`config.mk`:
```
export PLATFORM = sky130hd
export DESIGN_NAME = txbit_serializer
export DESIGN_NICKNAME = d
export VERILOG_FILES = /design/src/rtl/txs_pkg.sv /design/src/rtl/txs_rategen.sv /design/src/rtl/txs_ctrl.sv /design/src/rtl/txs_datapath.sv /design/src/rtl/txbit_serializer.sv
export SDC_FILE = /design/constraint.sdc
export NUM_CORES = 1
export LEC_CHECK = 0
export ABC_AREA = 1
export BUFFER_PORTS_ARGS = -buffer_cell sky130_fd_sc_hd__buf_2
export CORE_MARGIN = 3
export CORE_UTILIZATION = 45
export CTS_CLUSTER_SIZE = 40
export DETAILED_ROUTE_END_ITERATION = 8
export PLACE_DENSITY = 0.74
export SLEW_MARGIN = 10
export SYNTH_ARGS = -nofsm -noshare
export SYNTH_HDL_FRONTEND = slang
export SYNTH_HIERARCHICAL = 1
export SYNTH_SLANG_ARGS = --single-unit
```
`constraint.sdc`:
```
create_clock -name clk -period 2.5 [get_ports clk]
set_clock_uncertainty 0.1 [all_clocks]
set_input_delay 0.125 -clock clk [delete_from_list [all_inputs] [get_ports clk]]
set_output_delay 0.125 -clock clk [all_outputs]
set_load 0.02 [all_outputs]
```
`src/rtl/txs_pkg.sv`:
```
package txs_pkg;
  localparam int DATA_W = 8;
  localparam int IDX_W = $clog2(DATA_W);
  localparam logic [DATA_W-1:0] PREAMBLE = 8'hAA;

  // control-to-datapath strobes
  typedef struct packed {
    logic             sending;
    logic             shiftIn;
    logic             refill;
    logic             reinit;
    logic             sendSel;
    logic [IDX_W-1:0] bitIdx;
  } dpCtrl_t;
endpackage

```
`src/rtl/txs_rategen.sv`:
```
module txs_rategen #(
  parameter int RATE_W   = 7,
  parameter int BASE_DIV = 29,
  parameter int PRESCALE = 8
) (
  input  logic              clk,
  input  logic              rstN,
  input  logic              run,
  input  logic [RATE_W-1:0] rateDiv,
  input  logic              rateX8,
  output logic              bitStart,
  output logic              bitEnd
);
  localparam int MAX_PERIOD = BASE_DIV * (1 << RATE_W) * PRESCALE;
  localparam int CNT_W = $clog2(MAX_PERIOD);

  logic [CNT_W-1:0] cnt;
  logic [CNT_W-1:0] lastCnt;

  always_comb begin
    lastCnt = CNT_W'(32'(BASE_DIV) * (32'(rateDiv) + 32'd1)
                     * (rateX8 ? 32'(PRESCALE) : 32'd1) - 32'd1);
  end

  always_ff @(posedge clk or negedge rstN) begin
    if (!rstN) begin
      cnt <= '0;
    end else if (!run) begin
      cnt <= '0;
    end else if (cnt == lastCnt) begin
      cnt <= '0;
    end else begin
      cnt <= cnt + CNT_W'(1);
    end
  end

  assign bitStart = run && (cnt == '0);
  assign bitEnd   = run && (cnt == lastCnt);


  count_range_chk: assert property (@(posedge clk) disable iff (!rstN)
    run |-> cnt <= lastCnt);


  strobe_pulse_chk: assert property (@(posedge clk) disable iff (!rstN)
    bitStart |=> !bitStart);
endmodule

```
`src/rtl/txs_ctrl.sv`:
```
module txs_ctrl
  import txs_pkg::*;
(
  input  logic    clk,
  input  logic    rstN,
  input  logic    txEnable,
  input  logic    wrValid,
  input  logic    statusRead,
  input  logic    bitEnd,
  output dpCtrl_t dpc,
  output logic    runNow,
  output logic    readyIrq,
  output logic    errFlag
);
  localparam logic [IDX_W-1:0] TOP_IDX = IDX_W'(DATA_W - 1);

  logic             sending;
  logic             sendSel;
  logic [IDX_W-1:0] bitIdx;
  logic             standbyFull;
  logic             byteDone;
  logic             refill;
  logic             underrun;
  logic             overwrite;

  assign runNow    = sending && txEnable;
  assign byteDone  = runNow && bitEnd && (bitIdx == '0);
  assign refill    = runNow && wrValid;
  assign underrun  = byteDone && !standbyFull && !wrValid;
  assign overwrite = refill && standbyFull;

  always_ff @(posedge clk or negedge rstN) begin
    if (!rstN) begin
      sending     <= 1'b0;
      sendSel     <= 1'b0;
      bitIdx      <= TOP_IDX;
      standbyFull <= 1'b0;
      readyIrq    <= 1'b0;
    end else begin
      sending <= txEnable;
      if (!sending) begin
        sendSel     <= 1'b0;
        bitIdx      <= TOP_IDX;
        standbyFull <= 1'b1;
        readyIrq    <= 1'b0;
      end else if (!txEnable) begin
        readyIrq <= 1'b0;
      end else if (byteDone) begin
        sendSel     <= ~sendSel;
        bitIdx      <= TOP_IDX;
        standbyFull <= 1'b0;
        readyIrq    <= 1'b1;
      end else begin
        if (bitEnd) bitIdx <= bitIdx - IDX_W'(1);
        if (refill) begin
          standbyFull <= 1'b1;
          readyIrq    <= 1'b0;
        end
      end
    end
  end

  always_ff @(posedge clk or negedge rstN) begin
    if (!rstN) begin
      errFlag <= 1'b0;
    end else if (underrun || overwrite) begin
      errFlag <= 1'b1;
    end else if (statusRead) begin
      errFlag <= 1'b0;
    end
  end

  always_comb begin
    dpc.sending = runNow;
    dpc.shiftIn = !sending && wrValid;
    dpc.refill  = refill;
    dpc.reinit  = sending && !txEnable;
    dpc.sendSel = sendSel;
    dpc.bitIdx  = bitIdx;
  end


  ready_set_chk: assert property (@(posedge clk) disable iff (!rstN)
    byteDone |=> readyIrq);


  ready_clear_chk: assert property (@(posedge clk) disable iff (!rstN)
    (refill && !byteDone) |=> !readyIrq);


  underrun_flag_chk: assert property (@(posedge clk) disable iff (!rstN)
    underrun |=> errFlag);


  overwrite_flag_chk: assert property (@(posedge clk) disable iff (!rstN)
    overwrite |=> errFlag);


  flag_hold_chk: assert property (@(posedge clk) disable iff (!rstN)
    (errFlag && !statusRead) |=> errFlag);
endmodule

```
`src/rtl/txs_datapath.sv`:
```
module txs_datapath
  import txs_pkg::*;
(
  input  logic              clk,
  input  logic              rstN,
  input  dpCtrl_t           dpc,
  input  logic [DATA_W-1:0] wrData,
  output logic              txBit
);
  localparam int SLOTS = 2;

  logic [DATA_W-1:0] slotReg [SLOTS];

  always_ff @(posedge clk or negedge rstN) begin
    if (!rstN) begin
      for (int i = 0; i < SLOTS; i++) slotReg[i] <= PREAMBLE;
    end else if (dpc.reinit) begin
      for (int i = 0; i < SLOTS; i++) slotReg[i] <= PREAMBLE;
    end else if (dpc.shiftIn) begin
      for (int i = 0; i < SLOTS - 1; i++) slotReg[i] <= slotReg[i+1];
      slotReg[SLOTS-1] <= wrData;
    end else if (dpc.refill) begin
      slotReg[~dpc.sendSel] <= wrData;
    end
  end

  assign txBit = dpc.sending & slotReg[dpc.sendSel][dpc.bitIdx];


  reinit_fill_chk: assert property (@(posedge clk) disable iff (!rstN)
    dpc.reinit |=> (slotReg[0] == PREAMBLE) && (slotReg[1] == PREAMBLE));
endmodule

```
`src/rtl/txbit_serializer.sv`:
```
module txbit_serializer
  import txs_pkg::*;
#(
  parameter int RATE_W   = 7,
  parameter int BASE_DIV = 29,
  parameter int PRESCALE = 8
) (
  input  logic              clk,
  input  logic              rstN,
  input  logic              txEnable,
  input  logic [RATE_W-1:0] rateDiv,
  input  logic              rateX8,
  input  logic              wrValid,
  input  logic [DATA_W-1:0] wrData,
  input  logic              statusRead,
  input  logic              hostSelect,
  output logic              txBit,
  output logic              bitStrobe,
  output logic              readyIrq,
  output logic              errFlag,
  output logic              sdoReady
);
  dpCtrl_t dpc;
  logic    runNow;
  logic    bitEnd;

  txs_rategen #(
    .RATE_W  (RATE_W),
    .BASE_DIV(BASE_DIV),
    .PRESCALE(PRESCALE)
  ) uRate (
    .clk     (clk),
    .rstN    (rstN),
    .run     (runNow),
    .rateDiv (rateDiv),
    .rateX8  (rateX8),
    .bitStart(bitStrobe),
    .bitEnd  (bitEnd)
  );

  txs_ctrl uCtrl (
    .clk       (clk),
    .rstN      (rstN),
    .txEnable  (txEnable),
    .wrValid   (wrValid),
    .statusRead(statusRead),
    .bitEnd    (bitEnd),
    .dpc       (dpc),
    .runNow    (runNow),
    .readyIrq  (readyIrq),
    .errFlag   (errFlag)
  );

  txs_datapath uData (
    .clk   (clk),
    .rstN  (rstN),
    .dpc   (dpc),
    .wrData(wrData),
    .txBit (txBit)
  );

  assign sdoReady = hostSelect & readyIrq;


  idle_low_chk: assert property (@(posedge clk) disable iff (!rstN)
    !runNow |-> !txBit && !bitStrobe);
endmodule

```
==> results of run 1 <==
==> layout make-up <==
cell class | instances | area share (%)
clock buffer | 5 | 1.08
clock inverter | 3 | 0.690
inverter | 155 | 9.32
multi-input combinational | 490 | 56.3
sequential | 39 | 15.6
tap | 136 | 2.68
timing repair buffer | 120 | 14.3
==> power by group <==
group	switching (W)	internal [W]	leakage [nW]
Combinational	0.00317	0.00274	2.86
Sequential	0.0000225	0.000683	0.491
Clock	0.000223	0.000297	0.0581
Total	0.00341	0.00372	3.41
==> registers in the layout (all words and copies together), names as in the netlist <==
name and count:
uCtrl/standbyFull 1, uRate/cnt 15, uCtrl/readyIrq 1, uCtrl/sendSel 1
uCtrl/sending 1, uCtrl/errFlag 1, uData/slotReg 16, uCtrl/bitIdx 3
==> metrics by stage <==
stage	instance area [sq um]	utilization [%]	total power [W]	hold slack, ns
after CTS	6200	59.2	0.00693	0.00278
after floorplan	5080	-	0.00450	-0.271
after global routing	6350	60.7	0.00798	0.000758
final	6350	60.7	0.00714	0.00632
after global placement	5880	56.2	0.00589	0.166
after detailed placement	5880	56.2	0.00605	0.177
==> worst max path at each step <==
stage                                     to       start  cells past startpoint
2_1_floorplan      uCtrl/errFlag$_DFFE_PN0P_  rateDiv[0]                     35
3_3_place_gp   uCtrl/standbyFull$_DFFE_PN0P_  rateDiv[0]                     34
3_5_place_dp       uCtrl/errFlag$_DFFE_PN0P_  rateDiv[0]                     36
4_1_cts            uCtrl/sendSel$_DFFE_PN0P_  rateDiv[0]                     35
5_1_grt          uCtrl/bitIdx[0]$_DFFE_PN1P_  rateDiv[0]                     37
6_report           uCtrl/sendSel$_DFFE_PN0P_  rateDiv[0]                     37
==> cells in the mapped netlist (all sizes together) <==
library cell / number
nand2: 166
inv: 155
nor2: 72
nand3: 62
ha: 57
xor2: 31
dfrtp: 28
a21oi: 20
fa: 14
a22oi: 12
dfstp: 11
xnor2: 9
buf: 8
o21ai: 8
nand4: 6
or2: 6
nor3: 4
o22ai: 4
nand3b: 3
nor4: 3
a21o: 2
and2: 2
clkbuf: 2
o211ai: 2
a31o: 1
a31oi: 1
and3: 1
and3b: 1
o21a: 1
o21bai: 1
o31ai: 1
==> critical path: cells and delay by family <==
kind | cells | cell delay [ns]
XOR/XNOR | 1 | 0.19
AO/OA/AOI/OAI | 1 | 0.06
adder cells (fa/ha/maj) | 7 | 2.22
AND/OR/NAND/NOR | 21 | 2.21
buffers and inverters | 7 | 0.58
==> layout by cell type, fill, tap and decap left out, drive strengths merged, types with 7 or more instances in the layout <==
master | Yosys | layout
a21oi | 20 | 20
xnor2 | 9 | 9
nor2 | 72 | 72
nand3 | 62 | 62
fa | 14 | 14
nand2 | 166 | 166
dfrtp | 28 | 28
inv | 155 | 155
dfstp | 11 | 11
buf | 8 | 113
ha | 57 | 57
o21ai | 8 | 8
dlygate4sd3 | 0 | 7
a22oi | 12 | 12
xor2 | 31 | 31
==> layer usage <==
layer  GRT usage, %  vias to the layer above  routed length [um]
met1           25.4                     2182                5510
met4           2.79                        0                 182
li1               -                     2388                   -
met3           1.48                       20                 335
met5              0                        -                   0
met2           31.7                      102                5660
==> cells by family (layout without fill, tap and decap cells) <==
| kind of cell | Yosys count | count (layout) | share of synthesized area (%) |
|---|---|---|---|
| and+or+nand+nor | 326 | 326 | 32.0 |
| AOI/OAI and AO/OA | 53 | 53 | 6.66 |
| xor gates and xnor gates | 40 | 40 | 7.14 |
| adders and majority gates | 71 | 71 | 20.2 |
| DFF | 39 | 39 | 20.2 |
| buffers and inverters | 165 | 283 | 13.8 |
==> repair_timing <==
action | in CTS | in global routing
endpoints found under the setup margin | 22 | 22
cloned | 0 | 0
setup buffers | 7 | 5
hold buffers | 7 | 0
pin swaps | 28 | 10
hold endpoints to repair | 34 | 0
gates resized for setup | 18 | 21
==> metrics.txt, run 1 <==
yosys warns=6; GP Congestion=0.910; cell count after placement=921; post-synth top area share=14.5%; P per Cell Area=1120 nW/um^2; IO buf count=26; DR DRC count=0; TritonCTS Sinks=39; WHS Path Cells=3; worst flop-to-flop path startpoint=uRate/cnt[2]$_DFF_PN0_; failing checks=setup timing; Post-Syn Instances=694; net total in the final layout=904; GRT Util Overall=18.3%; RR Endpoint=uCtrl/sendSel$_DFFE_PN0P_; Yosys cell types=46; most used cell, CP=nand2_1; CTS H-Tree Depth=2; largest net degree at the start of global routing=40; CP arrival=5.40 ns; routed wire length=11.7 mm; Area Overhead vs Synth=29.5%; DR WL/cell=12.3 um; die area=12200 sq um; ANT nets after route=0; Syn Nets=787; row cnt=37; Core ar.=10500 sq um; Synth Area per Inst=7.07 sq um; PnR worst setup slack=-2.83 ns; CP required=2.57 ns; total gr overflow=0; DR iter-0 viols=234; CP peak stage delay=0.51 ns; worst r2r path cells=18; Vias=4692; vias in the first global route=4532; top cells by area, synth=ha_1 (15%), dfrtp_1 (14%), nand2_1 (11%); Final Slew Violations=0; crit-path max FO=5; Hold EP=uData/slotReg[4]$_DFFE_PN0P_; CTS tree=done; ant diodes=0; HP Start=wrData[4]; type of the most critical hold path=in -> reg; CTS buffer count=5; layout cells sized above 1=29.7%; filler cell count=936; final period utilization=213%; master of the slowest instance on the critical path=fa_1; fmax=0.188 GHz; RSZ-0062 raised after global routing=yes; Max-cap violations=0; Clock Path Buffers=2; Clk Tree Root Cell=clkbuf_8; setup violators final=22; Multi-input gate area=3580 sq um; Layout Cells excl Fill=948; Final Hold Violating Endpoints=0; Initial Util=46.9%; CP Capture Type=flop; Die X=110 um; register area share after synthesis=20.2%; via/cell ratio=4.95; setup TNS=-60.85 ns; Tmin final=5.33 ns; Crit Path Class=in -> reg; initial antenna violation count=0; R2R setup slack=0.19 ns; status=finished with violations; I/O Pins=27; clk_lat worst skew=0.29 ns; DR pass1 iterations=5; first-pass GRT wire length=19.6 mm; cell accounting for the most synthesized area=ha_1; Storage cell area=990 sq um; Post-Syn Area=4910 sq um; Max IR drop VDD=0.000762 V; Chip Height=110 um; HPWL after detailed placement=9.13 mm; FF+latch count, synth=39; crit start category=primary input; Rel. slew slack=43.2%; Clock Pin Slew Worst Setup and Hold Paths=0.08 ns; static leakage=3.41 nW; pre-CTS WS=-3.37 ns; worst slew pin tran=0.852 ns
(Power assumes the default switching activity.)
==> run 2: changes to the inputs <==
- CORE_UTILIZATION: 45 -> 60
- PLACE_DENSITY: 0.74 -> 0.91
==> run 2 against run 1 <==
  * The run still ends with setup timing left
  * Global-route usage grew 14 points
  * Sequential power increased by 0.6%
  * Critical path depth is 3 higher
  * Register-to-register slack got worse by 0.26 ns
  * Cell count shrank 4.1%
  * Design area rose by 0.97%
  * Hold slack hardly changed
  * Non-clock buffer count down 5
  * Via count is 16% higher
  * Power rose by 13%
  * Critical path type unchanged
  * Critical endpoint unchanged
  * Largest cell class unchanged
==> metrics.txt, run 2 (synthesis results as in run 1) <==
routed wire length=16.7 mm; initial antenna violation count=0; type of the most critical hold path=in -> reg; vias in the first global route=5445; Vias=5438; static leakage=3.40 nW; met2 track demand over resource=59.9%; Final Hold Violating Endpoints=0; Final Slew Violations=0; RSZ-0062 raised after global routing=yes; Top Usage Layer GRT=met2; most used cell, CP=nand2_1; Comb power frac=85.8%; Switching Share=53.1%; CTS buffer count=5; IO buf count=26; DR DRC count=0; Clock Pin Slew Worst Setup and Hold Paths=0.08 ns; worst r2r path cells=15; crit start category=primary input; GP Congestion=0.993; Total Power=0.00806 W; fmax=0.167 GHz; commonest non-fill, non-tap cells in the layout=inv_1 (136), nand2_1 (128), buf_4 (76); clk_lat worst skew=0.30 ns; DR iter-0 viols=472; CP required=2.59 ns; cell count after placement=876; Rel. slew slack=42.9%; Chip Height=96.4 um; Crit Path Class=in -> reg; worst slew pin tran=0.857 ns; filler cell count=445; PnR worst setup slack=-3.50 ns; sequential share of power=8.8%; largest registers=uData/slotReg: 16 flops, uRate/cnt: 15 flops, uCtrl/bitIdx: 3 flops; net total in the final layout=899; CP Capture Type=flop; Multi-input gate area=3730 sq um; P per Cell Area=1260 nW/um^2; Tmin final=6.00 ns; WHS Path Cells=3; ANT nets after route=0; Die X=96.4 um; final period utilization=240%; met1 Use GR=33.3%; die area=9300 sq um; DR pass1 iterations=5; row cnt=32; layout cells sized above 1=33.1%; Clk Tree Root Cell=clkbuf_8; Clock Path Buffers=2; Layout Cells excl Fill=909; largest net degree at the start of global routing=40; status=finished with violations; Max IR drop VDD=0.000937 V; CTS tree=done; Clock Power Share=5.4%; crit-path max FO=4; Int Pwr=0.00378 W; Storage cell area=990 sq um; GR Layer Usage met3=5.96%; CP bufs+invs=9; HPWL after detailed placement=9.74 mm; commonest non-fill, non-tap cell in the layout=inv_1; failing checks=setup timing; via/cell ratio=5.98; Core ar.=7850 sq um; CTS H-Tree Depth=2; first-pass GRT wire length=23.6 mm; Sw Pwr=0.00428 W; Max-cap violations=0; max reg flops=16; ant diodes=0; I/O Pins=27; setup violators final=22; GRT Util Overall=32.4%; Largest Register=uData/slotReg; Crit path depth=40; total gr overflow=0; Initial Util=62.5%; Area Overhead vs Synth=30.7%; crit-path leading delay family=simple AND/OR/NAND/NOR gates; CP peak stage delay=0.50 ns; master of the slowest instance on the critical path=fa_1; CP arrival=6.09 ns; TritonCTS Sinks=39; setup TNS=-74.91 ns; DR WL/cell=18.4 um
run 2: cell types whose count changed in the layout (fill, tap and decap cells not counted), moves of 4 or more:
cell,delta
buf_4,-7
ha_1,-4
nand2_1,-11
nand2_2,+13
nand3_1,-5
nand3_2,+5
nor2_1,-4
run 2: path summary, 6_finish.rpt:
check                                              from                            end  slack [ns]
setup / recovery                             rateDiv[0]      uCtrl/sendSel$_DFFE_PN0P_       -3.50
hold / removal                                wrData[5]   uData/slotReg[5]$_DFFE_PN1P_       0.006
setup reg to reg                 uRate/cnt[7]$_DFF_PN0_      uCtrl/sendSel$_DFFE_PN0P_       -0.07
hold reg to reg            uData/slotReg[3]$_DFFE_PN1P_   uData/slotReg[3]$_DFFE_PN1P_        0.40
max in group asynchronous                          rstN  uCtrl/standbyFull$_DFFE_PN0P_        1.40
min in group asynchronous                          rstN   uData/slotReg[0]$_DFFE_PN0P_        0.37
run 2: what timing repair did:
| action | CTS | global route |
|---|---|---|
| hold endpoints to repair | 35 | 0 |
| pin swaps | 34 | 30 |
| resized for setup | 27 | 49 |
| setup endpoints to repair | 22 | 22 |
| hold buffers | 8 | 0 |
| gates cloned | 1 | 0 |
| buffers inserted | 11 | 5 |
run 2: worst reg2reg max path: stages, from the launching register on:
cell and delay [ns]:
dfrtp_1 0.47, xor2_1 0.20, nand3b_1 0.18, nand2_1 0.08, inv_1 0.04, nor2_1 0.12, nand3_1 0.12, nor2_1 0.15
nand3_1 0.11, nor2_2 0.11, nand2_2 0.12, nor2_4 0.16, buf_4 0.13, nand3_1 0.15, nand3_1 0.14, nand2_1 0.08
run 2: routing by layer:
metal / routed length [um] / vias up
li1: - / 2377
met1: 5760 / 2492
met2: 8260 / 422
met3: 1320 / 147
met4: 1420 / 0
met5: 0 / -
run 2: power by group through the flow:
stage,combinational (W),sequential [W],clock (W)
final,0.00692,0.000709,0.000433
after global routing,0.00738,0.000713,0.000463
after CTS,0.00567,0.000706,0.000439
after detailed placement,0.00521,0.000718,0
after global placement,0.00490,0.000714,0
after floorplan,0.00379,0.000710,0
run 2: cell type report:
class,instances,area share (%)
clock buffers,6,1.13
repair buffers,115,13.9
well taps,102,1.99
flip-flops and latches,39,15.4
multi-input cells,490,58.1
inverters,155,9.23
clock inverters,2,0.195
run 2: per-stage QoR:
stage / area, sq um / setup slack, ns / hold WS [ns] / utilization, %
final: 6410 / -3.50 / 0.00648 / 81.7
after global routing: 6410 / -3.84 / 0.0301 / 81.7
after CTS: 6160 / -2.85 / 0.00203 / 78.4
after detailed placement: 5750 / -3.49 / 0.178 / 73.3
after global placement: 5750 / -3.19 / 0.163 / 73.3
after floorplan: 5080 / -2.74 / -0.271 / -
